--- config.mk ---
export PLATFORM = sky130hd
export DESIGN_NAME = ring_irq_agg
export DESIGN_NICKNAME = d
export VERILOG_FILES = /design/src/rtl/ria_pkg.sv /design/src/rtl/ria_status.sv /design/src/rtl/ria_mask.sv /design/src/rtl/ria_arm.sv /design/src/rtl/ring_irq_agg.sv
export SDC_FILE = /design/constraint.sdc
export NUM_CORES = 1
export LEC_CHECK = 0
export BUFFER_PORTS_ARGS = -buffer_cell sky130_fd_sc_hd__buf_2
export CAP_MARGIN = 20
export CELL_PAD_IN_SITES_DETAIL_PLACEMENT = 1
export CELL_PAD_IN_SITES_GLOBAL_PLACEMENT = 2
export CORE_ASPECT_RATIO = 0.8
export CORE_MARGIN = 2
export CORE_UTILIZATION = 31
export CTS_CLUSTER_SIZE = 30
export DETAILED_ROUTE_END_ITERATION = 7
export PLACE_DENSITY_LB_ADDON = 0.1
export SLEW_MARGIN = 10
export SYNTH_ARGS = -nofsm -noshare
export SYNTH_HDL_FRONTEND = slang
export SYNTH_SLANG_ARGS = --single-unit
--- constraint.sdc ---
create_clock -name clk -period 1.9 [get_ports clk]
set_clock_uncertainty 0.1 [all_clocks]
set_input_delay 0.19 -clock clk [delete_from_list [all_inputs] [get_ports clk]]
set_output_delay 0.19 -clock clk [all_outputs]
set_load 0.02 [all_outputs]
--- src/rtl/ria_pkg.sv ---
package ria_pkg;

    function automatic int words_for(input int nbits);
        return (31 + nbits) / 32;
    endfunction

    function automatic int idx_width(input int nwords);
        return (nwords > 1) ? $clog2(nwords) : 1;
    endfunction

endpackage

--- src/rtl/ria_status.sv ---
module ria_status #(
    parameter  int HOPS = 12,
    localparam int NST  = 3 * HOPS,
    localparam int NSW  = ria_pkg::words_for(NST),
    localparam int SIW  = ria_pkg::idx_width(NSW)
) (
    input  logic              clk,
    input  logic              rst_n,
    input  logic [HOPS-1:0]   tx_evt,
    input  logic [HOPS-1:0]   rx_evt,
    input  logic [HOPS-1:0]   ovf_evt,
    input  logic              clr_en,
    input  logic [SIW-1:0]    clr_idx,
    output logic [NSW*32-1:0] stat_o
);

    typedef struct packed {
        logic [NST-1:0] bits;
    } st_t;

    st_t s_d, s_q;
    logic [NSW*32-1:0] wipe;

    always_comb begin
        stat_o = '0;
        stat_o[NST-1:0] = s_q.bits;
        wipe = '0;
        for (int w = 0; w < NSW; w++) begin
            if (clr_en && clr_idx == SIW'(w)) begin
                wipe[w*32 +: 32] = '1;
            end
        end
        s_d.bits = (s_q.bits & ~wipe[NST-1:0]) | {ovf_evt, rx_evt, tx_evt};
    end

    always_ff @(posedge clk) begin
        if (!rst_n) begin
            s_q <= '0;
        end else begin
            s_q <= s_d;
        end
    end

endmodule

--- src/rtl/ria_mask.sv ---
module ria_mask #(
    parameter  int HOPS = 12,
    localparam int NMK  = 2 * HOPS,
    localparam int NMW  = ria_pkg::words_for(NMK),
    localparam int MIW  = ria_pkg::idx_width(NMW)
) (
    input  logic              clk,
    input  logic              rst_n,
    input  logic              wr_en,
    input  logic [MIW-1:0]    wr_idx,
    input  logic [31:0]       wr_data,
    output logic [NMW*32-1:0] mask_o
);

    typedef struct packed {
        logic [NMK-1:0] bits;
    } mk_t;

    mk_t m_d, m_q;
    logic [NMW*32-1:0] wide;

    always_comb begin
        mask_o = '0;
        mask_o[NMK-1:0] = m_q.bits;
        wide = mask_o;
        for (int w = 0; w < NMW; w++) begin
            if (wr_en && wr_idx == MIW'(w)) begin
                wide[w*32 +: 32] = wr_data;
            end
        end
        m_d.bits = wide[NMK-1:0];
    end

    always_ff @(posedge clk) begin
        if (!rst_n) begin
            m_q <= '0;
        end else begin
            m_q <= m_d;
        end
    end

endmodule

--- src/rtl/ria_arm.sv ---
module ria_arm #(
    parameter  int NSW = 2,
    localparam int SIW = ria_pkg::idx_width(NSW)
) (
    input  logic           clk,
    input  logic           rst_n,
    input  logic           pend,
    input  logic           rd_stat,
    input  logic [SIW-1:0] rd_idx,
    output logic           irq_o
);

    typedef struct packed {
        logic           armed;
        logic [NSW-1:0] seen;
        logic           irq;
    } arm_t;

    arm_t a_d, a_q;
    logic [NSW-1:0] hit;
    logic [NSW-1:0] all_seen;

    always_comb begin
        hit = '0;
        for (int w = 0; w < NSW; w++) begin
            if (rd_idx == SIW'(w)) begin
                hit[w] = 1'b1;
            end
        end
        all_seen = a_q.seen | hit;
        a_d = a_q;
        a_d.irq = a_q.armed & pend;
        if (a_q.armed && pend) begin
            a_d.armed = 1'b0;
        end else if (!a_q.armed && rd_stat) begin
            if (&all_seen) begin
                a_d.armed = 1'b1;
                a_d.seen  = '0;
            end else begin
                a_d.seen  = all_seen;
            end
        end
    end

    always_ff @(posedge clk) begin
        if (!rst_n) begin
            a_q.armed <= 1'b1;
            a_q.seen  <= '0;
            a_q.irq   <= 1'b0;
        end else begin
            a_q <= a_d;
        end
    end

    assign irq_o = a_q.irq;

endmodule

--- src/rtl/ring_irq_agg.sv ---
module ring_irq_agg #(
    parameter int HOPS      = 12,
    parameter int AW        = 6,
    parameter int STAT_BASE = 0,
    parameter int MASK_BASE = 8,
    parameter int HOPS_ADDR = 12
) (
    input  logic            clk,
    input  logic            rst_n,
    input  logic [HOPS-1:0] tx_evt,
    input  logic [HOPS-1:0] rx_evt,
    input  logic [HOPS-1:0] ovf_evt,
    input  logic            rd_en,
    input  logic [AW-1:0]   rd_addr,
    output logic [31:0]     rd_data,
    input  logic            wr_en,
    input  logic [AW-1:0]   wr_addr,
    input  logic [31:0]     wr_data,
    output logic            irq
);

    localparam int NST = 3 * HOPS;
    localparam int NSW = ria_pkg::words_for(NST);
    localparam int NMW = ria_pkg::words_for(2 * HOPS);
    localparam int SIW = ria_pkg::idx_width(NSW);
    localparam int MIW = ria_pkg::idx_width(NMW);
    localparam logic [AW-1:0] STAT_LO = AW'(STAT_BASE);
    localparam logic [AW-1:0] MASK_LO = AW'(MASK_BASE);
    localparam logic [AW-1:0] HOPS_LO = AW'(HOPS_ADDR);

    typedef struct packed {
        logic [31:0] rdata;
    } rd_t;

    rd_t r_d, r_q;

    logic [NSW*32-1:0] stat_w;
    logic [NMW*32-1:0] mask_w;
    logic [NST-1:0]    en_vec;
    logic [AW-1:0]     soff, moff, woff;
    logic              stat_hit, mask_hit, wr_hit;
    logic              pend_any;

    assign soff     = rd_addr - STAT_LO;
    assign moff     = rd_addr - MASK_LO;
    assign woff     = wr_addr - MASK_LO;
    assign stat_hit = soff < AW'(NSW);
    assign mask_hit = moff < AW'(NMW);
    assign wr_hit   = wr_en && (woff < AW'(NMW));

    ria_status #(.HOPS(HOPS)) u_status (
        .clk     (clk),
        .rst_n   (rst_n),
        .tx_evt  (tx_evt),
        .rx_evt  (rx_evt),
        .ovf_evt (ovf_evt),
        .clr_en  (rd_en && stat_hit),
        .clr_idx (soff[SIW-1:0]),
        .stat_o  (stat_w)
    );

    ria_mask #(.HOPS(HOPS)) u_mask (
        .clk     (clk),
        .rst_n   (rst_n),
        .wr_en   (wr_hit),
        .wr_idx  (woff[MIW-1:0]),
        .wr_data (wr_data),
        .mask_o  (mask_w)
    );

    // Enable fan-out: transmit bits use the upper half, receive and overflow the lower half.
    for (genvar h = 0; h < HOPS; h++) begin : g_en
        assign en_vec[h]          = mask_w[HOPS + h];
        assign en_vec[HOPS + h]   = mask_w[h];
        assign en_vec[2*HOPS + h] = mask_w[h];
    end

    assign pend_any = |(stat_w[NST-1:0] & en_vec);

    ria_arm #(.NSW(NSW)) u_arm (
        .clk     (clk),
        .rst_n   (rst_n),
        .pend    (pend_any),
        .rd_stat (rd_en && stat_hit),
        .rd_idx  (soff[SIW-1:0]),
        .irq_o   (irq)
    );

    always_comb begin
        r_d = r_q;
        if (rd_en) begin
            r_d.rdata = '0;
            if (stat_hit) begin
                for (int w = 0; w < NSW; w++) begin
                    if (soff == AW'(w)) r_d.rdata = stat_w[w*32 +: 32];
                end
            end else if (mask_hit) begin
                for (int w = 0; w < NMW; w++) begin
                    if (moff == AW'(w)) r_d.rdata = mask_w[w*32 +: 32];
                end
            end else if (rd_addr == HOPS_LO) begin
                r_d.rdata[10:0] = 11'(HOPS);
            end
        end
    end

    always_ff @(posedge clk) begin
        if (!rst_n) begin
            r_q <= '0;
        end else begin
            r_q <= r_d;
        end
    end

    assign rd_data = r_q.rdata;

endmodule

==> impl_results.md, run 1 <==
- Syn_nets: 476
- Max-Cap Viols: 0
- R2r endpoint: u_arm.irq_o
- Min cycle time layout: 1.56 ns
- Root buffer cell: clkbuf_16
- Clock network power share: 0.429
- Peak VDD IR: 0.000440 V
- Worst setup EP type: flop
- Comb pwr share: 0.080
- Largest delay contributor family on the critical path: compound AO/OA/AOI/OAI gates
- Status: finished, final reports clean
- FF+latch count, synth: 96
- CP arrival: 1.69 ns
- Total negative setup slack: 0 ns
- WP data required: 2.03 ns
- Port buffer count: 108
- Synth Area per Inst: 9.97 µm²
- Clk Latency, worst-skew pair: 0.34 ns
- CP Cell Sequence: o21ai_0 > nand4_1 > nor2_1 > nand4_1 > o211a_1
- Net load switching power: 0.976 mW
- Most Frequent Cell on Critical Path: nand4_1
- Cell Int Power: 3.38 mW
- Post-synth ARST share: 0
- Nets: 614
- GRT overflow: 0
- Sequential fraction of the synthesis area: 0.494
- Fin. max-slew vios: 0
- GPL Wtd Cong: 0.748
- Worst Hold End: u_status.s_q[33]
- Initial antenna violation count: 0
- Most frequent cells in the layout: buf_2, dfxtp_1, nor2b_1, a21oi_1, dlygate4sd3_1
- Number of synthesized flops with an enable pin: 0
- CP Buf/Inv Count: 0
- Synth area leader: dfxtp_1
- Core footprint: 0.0122 mm²
- Starting Density: 0.319
- Die ar.: 0.0135 mm²
- Sink Count: 96
- Drc violations: 0
- Worst hold start: ovf_evt[9]
- Hpwl dp: 8740 µm
- RSZ-0062 raised after global routing: false
- Vias: 3477
- Die H: 104 µm
- Die width: 129 µm
- Sequential power share: 0.491
- Fraction of the cycle the final worst path needs: 0.821
- TritonCTS clock tree: built
- Worst Hold Depth: 3
- Leak Pwr: 2.35 nW
- Yosys top cell area share: 0.494
- Cell Pwr Density: 832 mW/mm²
- Vias per cell: 4.95
- Final hold viol count: 0
- Max_slew headroom: 0.337
- Register-to-register setup slack: 0.34 ns
- Gate Count Post-Synth: 390
- Synth Warn #: 0
- # IOs: 117
- GRT Total Usage: 0.188
- CTS Buf Count: 9
- Worst-path clk slew: 0.06 ns
- Slew @ Worst Pin: 0.992 ns
- Final setup violation count: 0
- CTS Buffer Depth: 2
- Total power: 4.36 mW
- Post-DRT Antenna Nets: 0
- Area growth, synth to finish: 34.6%
- # diodes: 0
- CP max FO: 3
- DR WL/cell: 17.8 µm
- Most used flip-flop cell after synthesis: dfxtp_1
- Worst Hold Class: in2reg
- FF-to-FF path depth: 5
- Largest stage delay, worst path: 0.34 ns
- Largest cells by area after synthesis: dfxtp_1, nor2b_1, mux2i_1
- Crit Reg-Reg Startpoint: u_status.s_q[30]
- Pre-Repair DR Iteration Count: 4
- Cell Rows: 36
- Vias in the first global route: 3475
- Layout cell share with drive strength beyond 1: 0.286
- F_max: 641 MHz
- Crit-path slowest cell: dfxtp_1
- Setup CP Type: reg2reg
- Initial drt markers: 213
- Cell variety after synth: 40
- Commonest non-fill, non-tap cell in the layout: buf_2
- Max H-tree Level: 3
- Routed WL: 12500 µm
- Switching Fraction: 0.224
- Largest net degree at the start of global routing: 51
- First-pass GRT wire length: 19100 µm
- Mapped cell area: 0.00389 mm²
- CP Launch Type: flop
## sequential cells by signal, summed over array words and instances, names as in the netlist
| name | flops |
|---|---|
| rd_data | 32 |
| u_arm.irq_o | 1 |
| u_arm.a_q | 3 |
| u_mask.m_q | 24 |
| u_status.s_q | 36 |
## worst max path at each step
stage                     depth (start not counted)  slack (ns)              from          end
after floorplan                                   8        0.26        rd_addr[3]  rd_data[18]
after global placement                            9        0.19        rd_addr[3]  rd_data[11]
after detailed placement                          9        0.13        rd_addr[3]  rd_data[11]
after CTS                                         5        0.25  u_status.s_q[30]  u_arm.irq_o
after global routing                              5        0.19  u_status.s_q[30]  u_arm.irq_o
final                                             5        0.34  u_status.s_q[30]  u_arm.irq_o
## cells in the mapped netlist (2+ instances only)
| library cell | count |
|---|---|
| nand3_1 | 8 |
| and2_1 | 2 |
| a22o_1 | 3 |
| a22oi_1 | 21 |
| nor2b_1 | 78 |
| buf_6 | 6 |
| nand2_1 | 16 |
| a21oi_2 | 10 |
| nor2_1 | 6 |
| a21boi_0 | 2 |
| dfxtp_1 | 96 |
| buf_2 | 3 |
| clkbuf_1 | 12 |
| o21ai_0 | 17 |
| mux2i_1 | 27 |
| nand4_1 | 8 |
| a222oi_1 | 9 |
| a221oi_1 | 3 |
| inv_1 | 5 |
| ha_1 | 2 |
| a32oi_1 | 3 |
| nand3b_1 | 2 |
| a21oi_1 | 34 |
## per-stage QoR
step / util / std cells / cell area [µm²] / setup slack [ns] / hold WS (ns)
after CTS: 0.429 / 703 / 5240 / 0.252 / 0.00401
after detailed placement: 0.380 / 659 / 4640 / 0.129 / 0.327
after floorplan: - / 390 / 3890 / 0.255 / 0.221
after global placement: 0.380 / 659 / 4640 / 0.192 / 0.318
after global routing: 0.429 / 703 / 5240 / 0.190 / 0.0132
final: 0.429 / 703 / 5240 / 0.339 / 0.00895
## final cells by class
type / instances / area (µm²)
flip-flops and latches: 96 / 1920
inverters: 6 / 22.5
well taps: 171 / 214
clock inverters: 3 / 40.0
fillers: 1404 / 6970
clock buffers: 12 / 267
multi-input cells: 265 / 1810
repair buffers: 150 / 966
## tightest hold or removal path, delay by kind of cell
kind                   cells  cell delay (ns)
AOI/OAI and AO/OA          1             0.04
buffers and inverters      1             0.08
and+or+nand+nor            1             0.10
## metal layers
metal / vias up / GRT usage / share of wire / routed length [µm]
li1: 1673 / - / - / -
met1: 1700 / 0.259 / 0.48 / 5950
met2: 92 / 0.302 / 0.46 / 5800
met3: 12 / 0.0396 / 0.052 / 656
met4: 0 / 0.0419 / 0.0085 / 106
met5: - / 0 / 0 / 0
## power by group through the flow
stage               logic [mW]  registers (mW)  clock network [mW]
floorplan                0.155            2.17                   0
global placement         0.299            2.18                   0
detailed placement       0.310            2.18                   0
CTS                      0.355            2.14                1.92
global route             0.388            2.15                2.00
finish                   0.351            2.14                1.87
## cells by family (layout without fill, tap and decap cells)
logic type      count (synthesis)  count (layout)  share of synthesized area
simple gates                  129             129                      0.201
flops                          96              96                      0.494
mux                            27              27                     0.0695
fa+ha+maj                       2               2                    0.00643
compound gates                105             105                      0.183
buf+inv                        29             171                     0.0415
xor+xnor                        2               2                    0.00450
## repair_timing
action,in CTS,in global routing
resized for setup,0,0
buffers inserted,0,0
hold endpoints to repair,29,0
hold buffers,29,0
(Power assumes the default switching activity.)
==> run 2: changes to the inputs <==
Settings changed: CORE_UTILIZATION 31 to 28.
Clock period 1.9 ns to 1.35 ns, I/O delays scaled along.
==> impl_results.md, run 2 (synthesized netlist as in run 1, its figures left out) <==
- TritonCTS clock tree: built
- Initial antenna violation count: 0
- WP data required: 1.49 ns
- Sink Count: 96
- Die width: 136 µm
- Max H-tree Level: 3
- RSZ-0062 raised after global routing: true
- Nets: 704
- Worst Hold Class: in2reg
- Root buffer cell: clkbuf_16
- Post-route insts no fill: 801
- CP max FO: 2
- Die H: 109 µm
- Min cycle time layout: 1.42 ns
- CP Cell Sequence: a22oi_2 > buf_4 > nand4_1 > nor2_1 > nand4_1 > o31ai_1
- Port buffer count: 108
- CTS Buffer Depth: 2
- Cell Pwr Density: 974 mW/mm²
- Cell Rows: 38
- Largest net degree at the start of global routing: 59
- GRT Total Usage: 0.187
- Vias in the first global route: 3941
- Routed WL: 13600 µm
- Pre-Repair DR Iteration Count: 4
- Register-to-register setup slack: -0.07 ns
- Die ar.: 0.0149 mm²
- CP arrival: 1.56 ns
- # IOs: 117
- Total power: 6.09 mW
- Max_slew headroom: 0.778
- CP Launch Type: flop
- Vias: 3752
- Multi-input combinational cell area: 0.00203 mm²
- Crit-path slowest cell: dfxtp_2
- Hpwl dp: 9690 µm
- Initial drt markers: 119
- Max-Cap Viols: 0
- Starting Density: 0.287
- Most Frequent Cell on Critical Path: nand4_1
- Setup CP Type: reg2reg
- Worst setup EP type: flop
- Final hold viol count: 0
- Placed cells: 726
- # fillers: 1568
- Leak Pwr: 2.80 nW
- Failing checks: setup timing
- Commonest non-fill, non-tap cell in the layout: buf_2
- Top reg by flops: u_status.s_q
- Post-DRT Antenna Nets: 0
- Most frequent cells in the layout: buf_2, dfxtp_1, nor2b_1, buf_4, dlygate4sd3_1
- Register area: 0.00193 mm²
- Fraction of the cycle the final worst path needs: 1.05
- Clk Latency, worst-skew pair: 0.34 ns
- Largest stage delay, worst path: 0.32 ns
- Final worst slack: -0.0701 ns
- GRT overflow: 0
- Slew @ Worst Pin: 0.330 ns
- Final setup violation count: 2
- GPL Wtd Cong: 0.745
- Fin. max-slew vios: 0
- # diodes: 0
- F_max: 704 MHz
- Drc violations: 0
- First-pass GRT wire length: 21000 µm
- Max FFs per register: 36
- Layout cell share with drive strength beyond 1: 0.415
- Peak VDD IR: 0.000519 V
- Core footprint: 0.0136 mm²
- DR WL/cell: 17.0 µm
- Status: finished with violations
- Area growth, synth to finish: 60.7%
- Worst-path clk slew: 0.06 ns
- CTS Buf Count: 9
- Vias per cell: 4.68
[run 2: worst max-delay path: cells and delay by family (launching register included)]
family	cells	cell delay (ns)
buf+inv	1	0.14
compound gates	2	0.44
flops	1	0.32
simple gates	3	0.33
[run 2: cell type report]
class / instances / area share
clock inverters: 3 / 0.00320
well taps: 180 / 0.0360
flip-flops and latches: 96 / 0.308
multi-input cells: 266 / 0.325
repair buffers: 239 / 0.281
inverters: 6 / 0.00841
clock buffers: 11 / 0.0388
[run 2: path summary, 6_finish.rpt]
| check | from | to | depth (start not counted) |
|---|---|---|---|
| max | u_status.s_q[9] | u_arm.a_q[3] | 6 |
| min reg2reg | rd_data[16] | rd_data[16] | 2 |
| max reg2reg | u_status.s_q[9] | u_arm.a_q[3] | 6 |
| min | wr_data[19] | u_mask.m_q[19] | 3 |
[run 2: repair_timing]
action                     CTS  global route
buffers inserted             0             1
setup endpoints to repair    2            21
pin swaps                    4             6
hold endpoints to repair    59             0
gates cloned                 0             1
gates resized for setup     13             9
hold buffers                59             0
[run 2: through the flow]
step	instance area, µm²	worst slack (ns)	setup TNS, ns	hold slack, ns	util
floorplan	4100	-0.199	-4.65	0.166	-
global placement	5300	-0.302	-17.74	0.264	0.391
detailed placement	5300	-0.313	-19.35	0.271	0.391
CTS	6200	-0.114	-0.175	0.0130	0.458
global route	6250	-0.113	-0.233	0.0205	0.461
finish	6250	-0.0701	-0.128	0.0221	0.461
[run 2: power by group]
part	internal, mW	switching, mW
clock	1.28	1.05
sequential	2.92	0.0716
combinational	0.447	0.318
total	4.65	1.44
[run 2: metal layers]
layer / up-vias / track usage / wire length (µm) / part of all wire
met5: - / 0 / 0 / 0
met1: 1799 / 0.252 / 6570 / 0.48
met4: 0 / 0.0454 / 150 / 0.011
met2: 89 / 0.311 / 6320 / 0.46
li1: 1854 / - / - / -
met3: 10 / 0.0360 / 591 / 0.043
